## src/rtl/swtag_pkg.sv

```systemverilog
// Shared constants and types for the switch tag inserter.
// Assumes a byte-wide stream and an 8-byte tag made of four big-endian words.
package swtag_pkg;
    localparam int BYTE_W    = 8;
    localparam int TAG_BYTES = 8;
    localparam int TAG_SEL_W = $clog2(TAG_BYTES);

    localparam logic [15:0] TAG_TYPE_WORD = 16'h8899;
    localparam logic [7:0]  TAG_PROTO     = 8'h04;
    localparam int          LEARN_OFF_BIT = 5;

    typedef enum logic {
        PLACE_HEADER  = 1'b0,
        PLACE_TRAILER = 1'b1
    } place_mode_t;

    typedef enum logic {
        SEQ_PASS = 1'b0,
        SEQ_TAG  = 1'b1
    } seq_state_t;
endpackage

```

## src/rtl/swtag_field_gen.sv

```systemverilog
// Builds the tag byte for a given beat number from the egress port index.
// Purely combinational. Assumes NUM_PORTS <= 15, so the mask fits below the allowance bit.
module swtag_field_gen
    import swtag_pkg::*;
#(
    parameter int NUM_PORTS = 11,
    parameter int IDX_W     = 4
) (
    input  logic [IDX_W-1:0]     port_idx,
    input  logic [TAG_SEL_W-1:0] beat_sel,
    output logic [BYTE_W-1:0]    tag_byte,
    output logic [NUM_PORTS-1:0] fwd_mask
);
    localparam int PAD_W = 16 - NUM_PORTS;

    logic [15:0] word_q [4];

    // One decoder bit per port; out-of-range indexes match none.
    for (genvar g = 0; g < NUM_PORTS; g++) begin : g_mask
        assign fwd_mask[g] = (port_idx == IDX_W'(g));
    end

    // Assemble the four tag words.
    always_comb begin
        word_q[0] = TAG_TYPE_WORD;
        word_q[1] = {TAG_PROTO, 8'h00};
        word_q[2] = 16'(1) << LEARN_OFF_BIT;
        word_q[3] = {PAD_W'(0), fwd_mask};
    end

    // Pick the word, then the byte within it, high byte first.
    always_comb begin
        if (beat_sel[0] == 1'b0) tag_byte = word_q[beat_sel[TAG_SEL_W-1:1]][15:8];
        else                     tag_byte = word_q[beat_sel[TAG_SEL_W-1:1]][7:0];
    end
endmodule

```

## src/rtl/swtag_seq.sv

```systemverilog
// Frame sequencer: counts header bytes, decides when the tag is inserted,
// and steers valid, ready and last. Assumes a source and sink that follow
// valid/ready rules. The tag beats come from this module's beat counter.
module swtag_seq
    import swtag_pkg::*;
#(
    parameter int HDR_BYTES = 12
) (
    input  logic                 clk,
    input  logic                 rst_n,
    input  logic                 mode_i,
    input  logic                 s_tvalid,
    input  logic                 s_tlast,
    output logic                 s_tready,
    output logic                 m_tvalid,
    output logic                 m_tlast,
    input  logic                 m_tready,
    output logic                 use_tag,
    output logic [TAG_SEL_W-1:0] tag_beat,
    output logic                 first_beat
);
    localparam int HCNT_W = $clog2(HDR_BYTES + 1);

    seq_state_t        state;
    logic [HCNT_W-1:0] hcnt;
    logic              mode_q;
    logic              mode_eff;
    logic              hs_in;

    assign use_tag    = (state == SEQ_TAG);
    assign first_beat = (state == SEQ_PASS) && (hcnt == '0);
    assign mode_eff   = first_beat ? mode_i : mode_q;
    assign hs_in      = s_tvalid && s_tready;

    // Handshake steering: pass-through outside the tag, source stalled during it.
    always_comb begin
        if (use_tag) begin
            m_tvalid = 1'b1;
            s_tready = 1'b0;
            m_tlast  = (mode_q == PLACE_TRAILER) && (tag_beat == TAG_SEL_W'(TAG_BYTES - 1));
        end else begin
            m_tvalid = s_tvalid;
            s_tready = m_tready;
            m_tlast  = s_tlast && (mode_eff == PLACE_HEADER);
        end
    end

    // State, header byte count, tag beat count and latched placement.
    always_ff @(posedge clk) begin
        if (!rst_n) begin
            state    <= SEQ_PASS;
            hcnt     <= '0;
            tag_beat <= '0;
            mode_q   <= PLACE_HEADER;
        end else if (state == SEQ_PASS) begin
            if (hs_in) begin
                if (first_beat) mode_q <= mode_i;
                if (s_tlast) begin
                    hcnt <= '0;
                    if (mode_eff == PLACE_TRAILER) begin
                        state    <= SEQ_TAG;
                        tag_beat <= '0;
                    end
                end else if (mode_eff == PLACE_HEADER && hcnt == HCNT_W'(HDR_BYTES - 1)) begin
                    state    <= SEQ_TAG;
                    tag_beat <= '0;
                    hcnt     <= HCNT_W'(HDR_BYTES);
                end else if (hcnt != HCNT_W'(HDR_BYTES)) begin
                    hcnt <= hcnt + 1'b1;
                end
            end
        end else if (m_tready) begin
            if (tag_beat == TAG_SEL_W'(TAG_BYTES - 1)) state <= SEQ_PASS;
            else                                       tag_beat <= tag_beat + 1'b1;
        end
    end

    // A stalled tag beat stays put.
    AST_TAG_HELD_ON_STALL: assert property (@(posedge clk) disable iff (!rst_n)
        (use_tag && !m_tready) |=> (use_tag && $stable(tag_beat)));

    // The tag always ends after its final beat.
    AST_TAG_FULL_LENGTH: assert property (@(posedge clk) disable iff (!rst_n)
        $fell(use_tag) |-> ($past(tag_beat) == TAG_SEL_W'(TAG_BYTES - 1)));

    // A header tag starts only after the two MAC addresses.
    AST_HDR_TAG_AFTER_MACS: assert property (@(posedge clk) disable iff (!rst_n)
        ($rose(use_tag) && mode_q == PLACE_HEADER) |-> ($past(hcnt) == HCNT_W'(HDR_BYTES - 1)));
endmodule

```

## src/rtl/swtag_inserter.sv

```systemverilog
// Top of the switch tag inserter. Latches the port index on each frame's
// first beat, keeps the sticky range-error flag, and multiplexes tag bytes
// into the stream. Assumes the port index fits in IDX_W bits.
module swtag_inserter
    import swtag_pkg::*;
#(
    parameter int NUM_PORTS = 11,
    parameter int IDX_W     = 4,
    parameter int HDR_BYTES = 12
) (
    input  logic               clk,
    input  logic               rst_n,
    input  logic               mode_i,
    input  logic [IDX_W-1:0]   port_idx_i,
    input  logic [BYTE_W-1:0]  s_tdata,
    input  logic               s_tvalid,
    input  logic               s_tlast,
    output logic               s_tready,
    output logic [BYTE_W-1:0]  m_tdata,
    output logic               m_tvalid,
    output logic               m_tlast,
    input  logic               m_tready,
    output logic               port_err_o
);
    logic [IDX_W-1:0]     port_q;
    logic                 use_tag;
    logic                 first_beat;
    logic [TAG_SEL_W-1:0] tag_beat;
    logic [BYTE_W-1:0]    tag_byte;
    logic [NUM_PORTS-1:0] fwd_mask;
    logic                 first_hs;

    assign first_hs = first_beat && s_tvalid && s_tready;

    swtag_seq #(.HDR_BYTES(HDR_BYTES)) seq_i (
        .clk        (clk),
        .rst_n      (rst_n),
        .mode_i     (mode_i),
        .s_tvalid   (s_tvalid),
        .s_tlast    (s_tlast),
        .s_tready   (s_tready),
        .m_tvalid   (m_tvalid),
        .m_tlast    (m_tlast),
        .m_tready   (m_tready),
        .use_tag    (use_tag),
        .tag_beat   (tag_beat),
        .first_beat (first_beat)
    );

    swtag_field_gen #(.NUM_PORTS(NUM_PORTS), .IDX_W(IDX_W)) gen_i (
        .port_idx (port_q),
        .beat_sel (tag_beat),
        .tag_byte (tag_byte),
        .fwd_mask (fwd_mask)
    );

    // Sample the port index on the first beat; hold it for the whole frame.
    always_ff @(posedge clk) begin
        if (!rst_n)        port_q <= '0;
        else if (first_hs) port_q <= port_idx_i;
    end

    // Raise the range error on a bad index; only reset clears it.
    always_ff @(posedge clk) begin
        if (!rst_n)                                             port_err_o <= 1'b0;
        else if (first_hs && port_idx_i >= IDX_W'(NUM_PORTS))   port_err_o <= 1'b1;
    end

    // Output byte: tag byte during insertion, input byte otherwise.
    assign m_tdata = use_tag ? tag_byte : s_tdata;

    AST_ERR_STICKY: assert property (@(posedge clk) disable iff (!rst_n)
        port_err_o |=> port_err_o);

    AST_MASK_ONE_HOT: assert property (@(posedge clk) disable iff (!rst_n)
        (port_q < IDX_W'(NUM_PORTS)) |-> $onehot(fwd_mask));

    AST_MASK_EMPTY_OUT_OF_RANGE: assert property (@(posedge clk) disable iff (!rst_n)
        (port_q >= IDX_W'(NUM_PORTS)) |-> (fwd_mask == '0));
endmodule

```

## config.mk

```make
export PLATFORM = sky130hd
export DESIGN_NAME = swtag_inserter
export DESIGN_NICKNAME = d
export VERILOG_FILES = /design/src/rtl/swtag_pkg.sv /design/src/rtl/swtag_field_gen.sv /design/src/rtl/swtag_seq.sv /design/src/rtl/swtag_inserter.sv
export SDC_FILE = /design/constraint.sdc
export NUM_CORES = 1
export LEC_CHECK = 0
export ABC_AREA = 1
export BUFFER_PORTS_ARGS = -buffer_cell sky130_fd_sc_hd__buf_2
export CAP_MARGIN = 40
export CORE_MARGIN = 5
export CORE_UTILIZATION = 40
export DETAILED_ROUTE_END_ITERATION = 12
export HOLD_SLACK_MARGIN = 0.02
export PLACE_DENSITY = 0.67
export SETUP_SLACK_MARGIN = 0.2
export SLEW_MARGIN = 15
export SYNTH_ARGS = -nofsm -noshare
export SYNTH_HDL_FRONTEND = slang
export SYNTH_SLANG_ARGS = --single-unit
```

## constraint.sdc

```tcl
create_clock -name clk -period 2.6 [get_ports clk]
set_input_delay 0.13 -clock clk [delete_from_list [all_inputs] [get_ports clk]]
set_output_delay 0.13 -clock clk [all_outputs]
set_load 0.005 [all_outputs]
```

==> out/metrics.json <==
{
  "route": {
    "wl_met2_um": 1130,
    "avgViaCountPerCell": 4.97,
    "route.detailed.wl_per_inst_um": 10.9,
    "route.met3.wl_um": 135,
    "drt_iter0_markers": 34,
    "detailedRoute.firstPassIterationCount": 4,
    "met1_length_um": 1070,
    "wirelength_um": 2350,
    "antenna_violating_nets_post_route": 0,
    "post-route-drc-count": 0,
    "highest_layer": "met4",
    "routed-via-count": 1069
  },
  "floorplanning": {
    "initial_core_util_pct": 41.6,
    "boundaryPins": 30,
    "num_rows": 18,
    "die_y_um": 60.5,
    "die_width_um": 60.5,
    "die_area_um2": 3660,
    "coreArea_um2": 2450
  },
  "hold_path": {
    "timing.hold.worst.start": "port_idx_i[1]",
    "min_path_cells": 3,
    "hold_path.class": "primary input to register"
  },
  "critical_path": {
    "endpoint": "m_tlast",
    "critPathCaptureType": "primary output",
    "critPathLaunchType": "register",
    "setup.worst_path.start": "seq_i.use_tag",
    "worstRegToRegCells": 9,
    "worst-endpoint-arrival_ns": 1.66,
    "regToRegEndpoint": "seq_i.tag_beat[0]",
    "critPathMaxFanout": 14,
    "timing.critical_path.required_ns": 2.47,
    "rr_startpoint": "seq_i.use_tag",
    "r2r_slack_ns": 0.98,
    "criticalPathCategory": "register to primary output"
  },
  "cells_and_area": {
    "final_layout_size_suffix_gt1_share_pct": 27.0,
    "final.fill_count": 245,
    "area_growth_pct": 20.1,
    "nets": 208,
    "n_antenna_cell": 0
  },
  "timing": {
    "timing_hold_violations_final": 0,
    "grt_setup_unrepaired": "false",
    "fin_skew_ns": 0.00678,
    "timing.fmax_ghz": 0.557,
    "drv_slew": 0,
    "tightestPinTransition_ns": 0.481,
    "finalHoldWorstSlack_ns": 0.135,
    "relSlewSlack_pct": 67.9,
    "final.period_utilization_pct": 69.0,
    "post-route-min-period_ns": 1.79,
    "tns_ns": 0,
    "setup_viol": 0,
    "setup_slack_ns": 0.805
  },
  "yosys": {
    "syn-mean-instance-area_um2": 6.59,
    "postSynthCellCount": 155,
    "netlist_area_um2": 1020,
    "synth_fp_nets": 177,
    "unique_cell_type_count_in_the_yosys_netlist": 31,
    "synth_seq_area_share_pct": 27.5,
    "ys_ff_latch": 14,
    "synth.yosys.warnings": 0
  },
  "place": {
    "portBuffers": 29,
    "post-place-ws_ns": 1.00,
    "place_congestion": 0.818,
    "place_hpwl_um": 1870
  },
  "global_route": {
    "groute.usage.overall_pct": 13.9,
    "grt.overflow.total": 0,
    "first_pass_grt_wire_length_um": 4000,
    "first_global_vias": 980,
    "grt_antenna_before_repair": 0,
    "grt_start_max_net_pins": 15
  },
  "cts": {
    "post_cts.resized_instances": 0,
    "worstSkewPairLatency_ns": 0.28,
    "post-cts-setup-buffer-count": 0,
    "htreeDepth": 1,
    "numCtsBuffers": 3,
    "clkSlewWorstSetupHoldPaths_ns": 0.09,
    "clock_path_buffers": 2,
    "root_buffer": "sky130_fd_sc_hd__clkbuf_4",
    "clock_sink_count": 14,
    "postCtsHoldBufs": 0,
    "tritoncts": "yes"
  },
  "power_and_ir_drop": {
    "cellPowerDensity_nw_per_um2": 422,
    "power_leakage_uw": 0.000596,
    "worst_supply_voltage_drop_on_vdd_v": 0.000241
  },
  "outcome": {
    "run_status": "completed"
  },
  "job": {
    "max_cap_violations": 0
  }
}
-- critical path, cell delays in order, from the launching register on --
cell                      delay, ns
sky130_fd_sc_hd__dfxtp_1       0.63
sky130_fd_sc_hd__inv_2         0.23
sky130_fd_sc_hd__nand4_2       0.17
sky130_fd_sc_hd__nand3_2       0.11
sky130_fd_sc_hd__o21ai_1       0.12
sky130_fd_sc_hd__buf_2         0.12
-- per-layer routing --
| layer | vias to the layer above | GRT usage, % |
|---|---|---|
| li1 | 574 | - |
| met2 | 23 | 23.3 |
| met3 | 2 | 1.28 |
| met4 | 0 | 5.57 |
| met5 | - | 0 |
| met1 | 470 | 18.5 |
-- cell usage in the layout, fill, tap and decap left out, types with 3 or more instances in the layout --
master	count
sky130_fd_sc_hd__nor2_1	15
sky130_fd_sc_hd__dfxtp_1	14
sky130_fd_sc_hd__nand2_2	3
sky130_fd_sc_hd__inv_2	4
sky130_fd_sc_hd__o21ai_1	9
sky130_fd_sc_hd__nand2_1	23
sky130_fd_sc_hd__inv_1	23
sky130_fd_sc_hd__buf_2	29
sky130_fd_sc_hd__o21ai_0	6
sky130_fd_sc_hd__clkbuf_4	3
sky130_fd_sc_hd__a21oi_1	15
sky130_fd_sc_hd__ha_1	4
sky130_fd_sc_hd__nand3_1	14
-- flip-flops by register name (all words and copies together), names as in the netlist --
register / flops
port_q: 4
seq_i.hcnt: 4
seq_i.use_tag: 1
seq_i.tag_beat: 3
seq_i.mode_q: 1
port_err_o: 1
-- per-stage QoR --
| stage | instances | cell area [um2] | util (%) | power [uW] |
|---|---|---|---|---|
| CTS | 215 | 1230 | 49.9 | 524 |
| finish | 215 | 1230 | 49.9 | 518 |
| global route | 215 | 1230 | 49.9 | 554 |
| floorplan | 155 | 1020 | - | 323 |
| detailed placement | 211 | 1190 | 48.5 | 365 |
| global placement | 211 | 1190 | 48.5 | 361 |
-- where the power goes --
group / internal (uW) / switching, uW
clock: 85.1 / 73.1
combinational: 49.1 / 69.8
sequential: 226 / 14.4
total: 360 / 157
-- layout make-up --
cell class	count	area [um2]	share of cell area [%]
inverter	28	105	8.57
multi-input combinational	110	622	50.7
timing repair buffer	29	145	11.8
clock buffer	4	36.3	2.96
sequential	14	280	22.9
tap	30	37.5	3.06
-- synth_stat cells --
cell                       count  share of area [%]
sky130_fd_sc_hd__a211oi_1      1               0.74
sky130_fd_sc_hd__a21oi_1      15                7.4
sky130_fd_sc_hd__a21oi_2       2                1.7
sky130_fd_sc_hd__a22oi_1       1               0.74
sky130_fd_sc_hd__buf_2         1               0.49
sky130_fd_sc_hd__clkbuf_1      1               0.37
sky130_fd_sc_hd__clkbuf_2      1               0.49
sky130_fd_sc_hd__clkinv_1      1               0.37
sky130_fd_sc_hd__dfxtp_1      14                 27
sky130_fd_sc_hd__ha_1          4                4.9
sky130_fd_sc_hd__inv_1        23                8.5
sky130_fd_sc_hd__inv_2         4                1.5
sky130_fd_sc_hd__nand2_1      23                8.5
sky130_fd_sc_hd__nand2_2       3                1.8
sky130_fd_sc_hd__nand3_1      14                6.9
sky130_fd_sc_hd__nand3_2       2                2.0
sky130_fd_sc_hd__nand3_4       1                1.7
sky130_fd_sc_hd__nand4_1       2                1.2
sky130_fd_sc_hd__nand4_2       1                1.2
sky130_fd_sc_hd__nor2_1       15                5.5
sky130_fd_sc_hd__nor2_4        2                2.2
sky130_fd_sc_hd__nor3_1        1               0.49
sky130_fd_sc_hd__nor3_4        1                1.6
sky130_fd_sc_hd__o211ai_1      2                1.5
sky130_fd_sc_hd__o21a_1        1               0.74
sky130_fd_sc_hd__o21ai_0       6                2.9
sky130_fd_sc_hd__o21ai_1       9                4.4
sky130_fd_sc_hd__o21ai_2       1               0.86
sky130_fd_sc_hd__o31ai_1       1               0.74
sky130_fd_sc_hd__or2_0         1               0.61
sky130_fd_sc_hd__or2_1         1               0.61
-- cell families after synthesis --
logic type      count (synthesis)  share of synthesized area (%)
compound gates                 39                           21.7
fa+ha+maj                       4                           4.90
buf+inv                        31                           11.6
flops                          14                           27.5
simple gates                   67                           34.3
-- worst min path at each step --
stage,to,slack [ns]
after floorplan,port_err_o,0.30
after global placement,port_q[1],0.41
after detailed placement,port_q[0],0.42
after CTS,port_q[0],0.13
after global routing,port_q[1],0.14
final,port_q[1],0.14
Note: power is estimated with default switching activity, not from simulation.
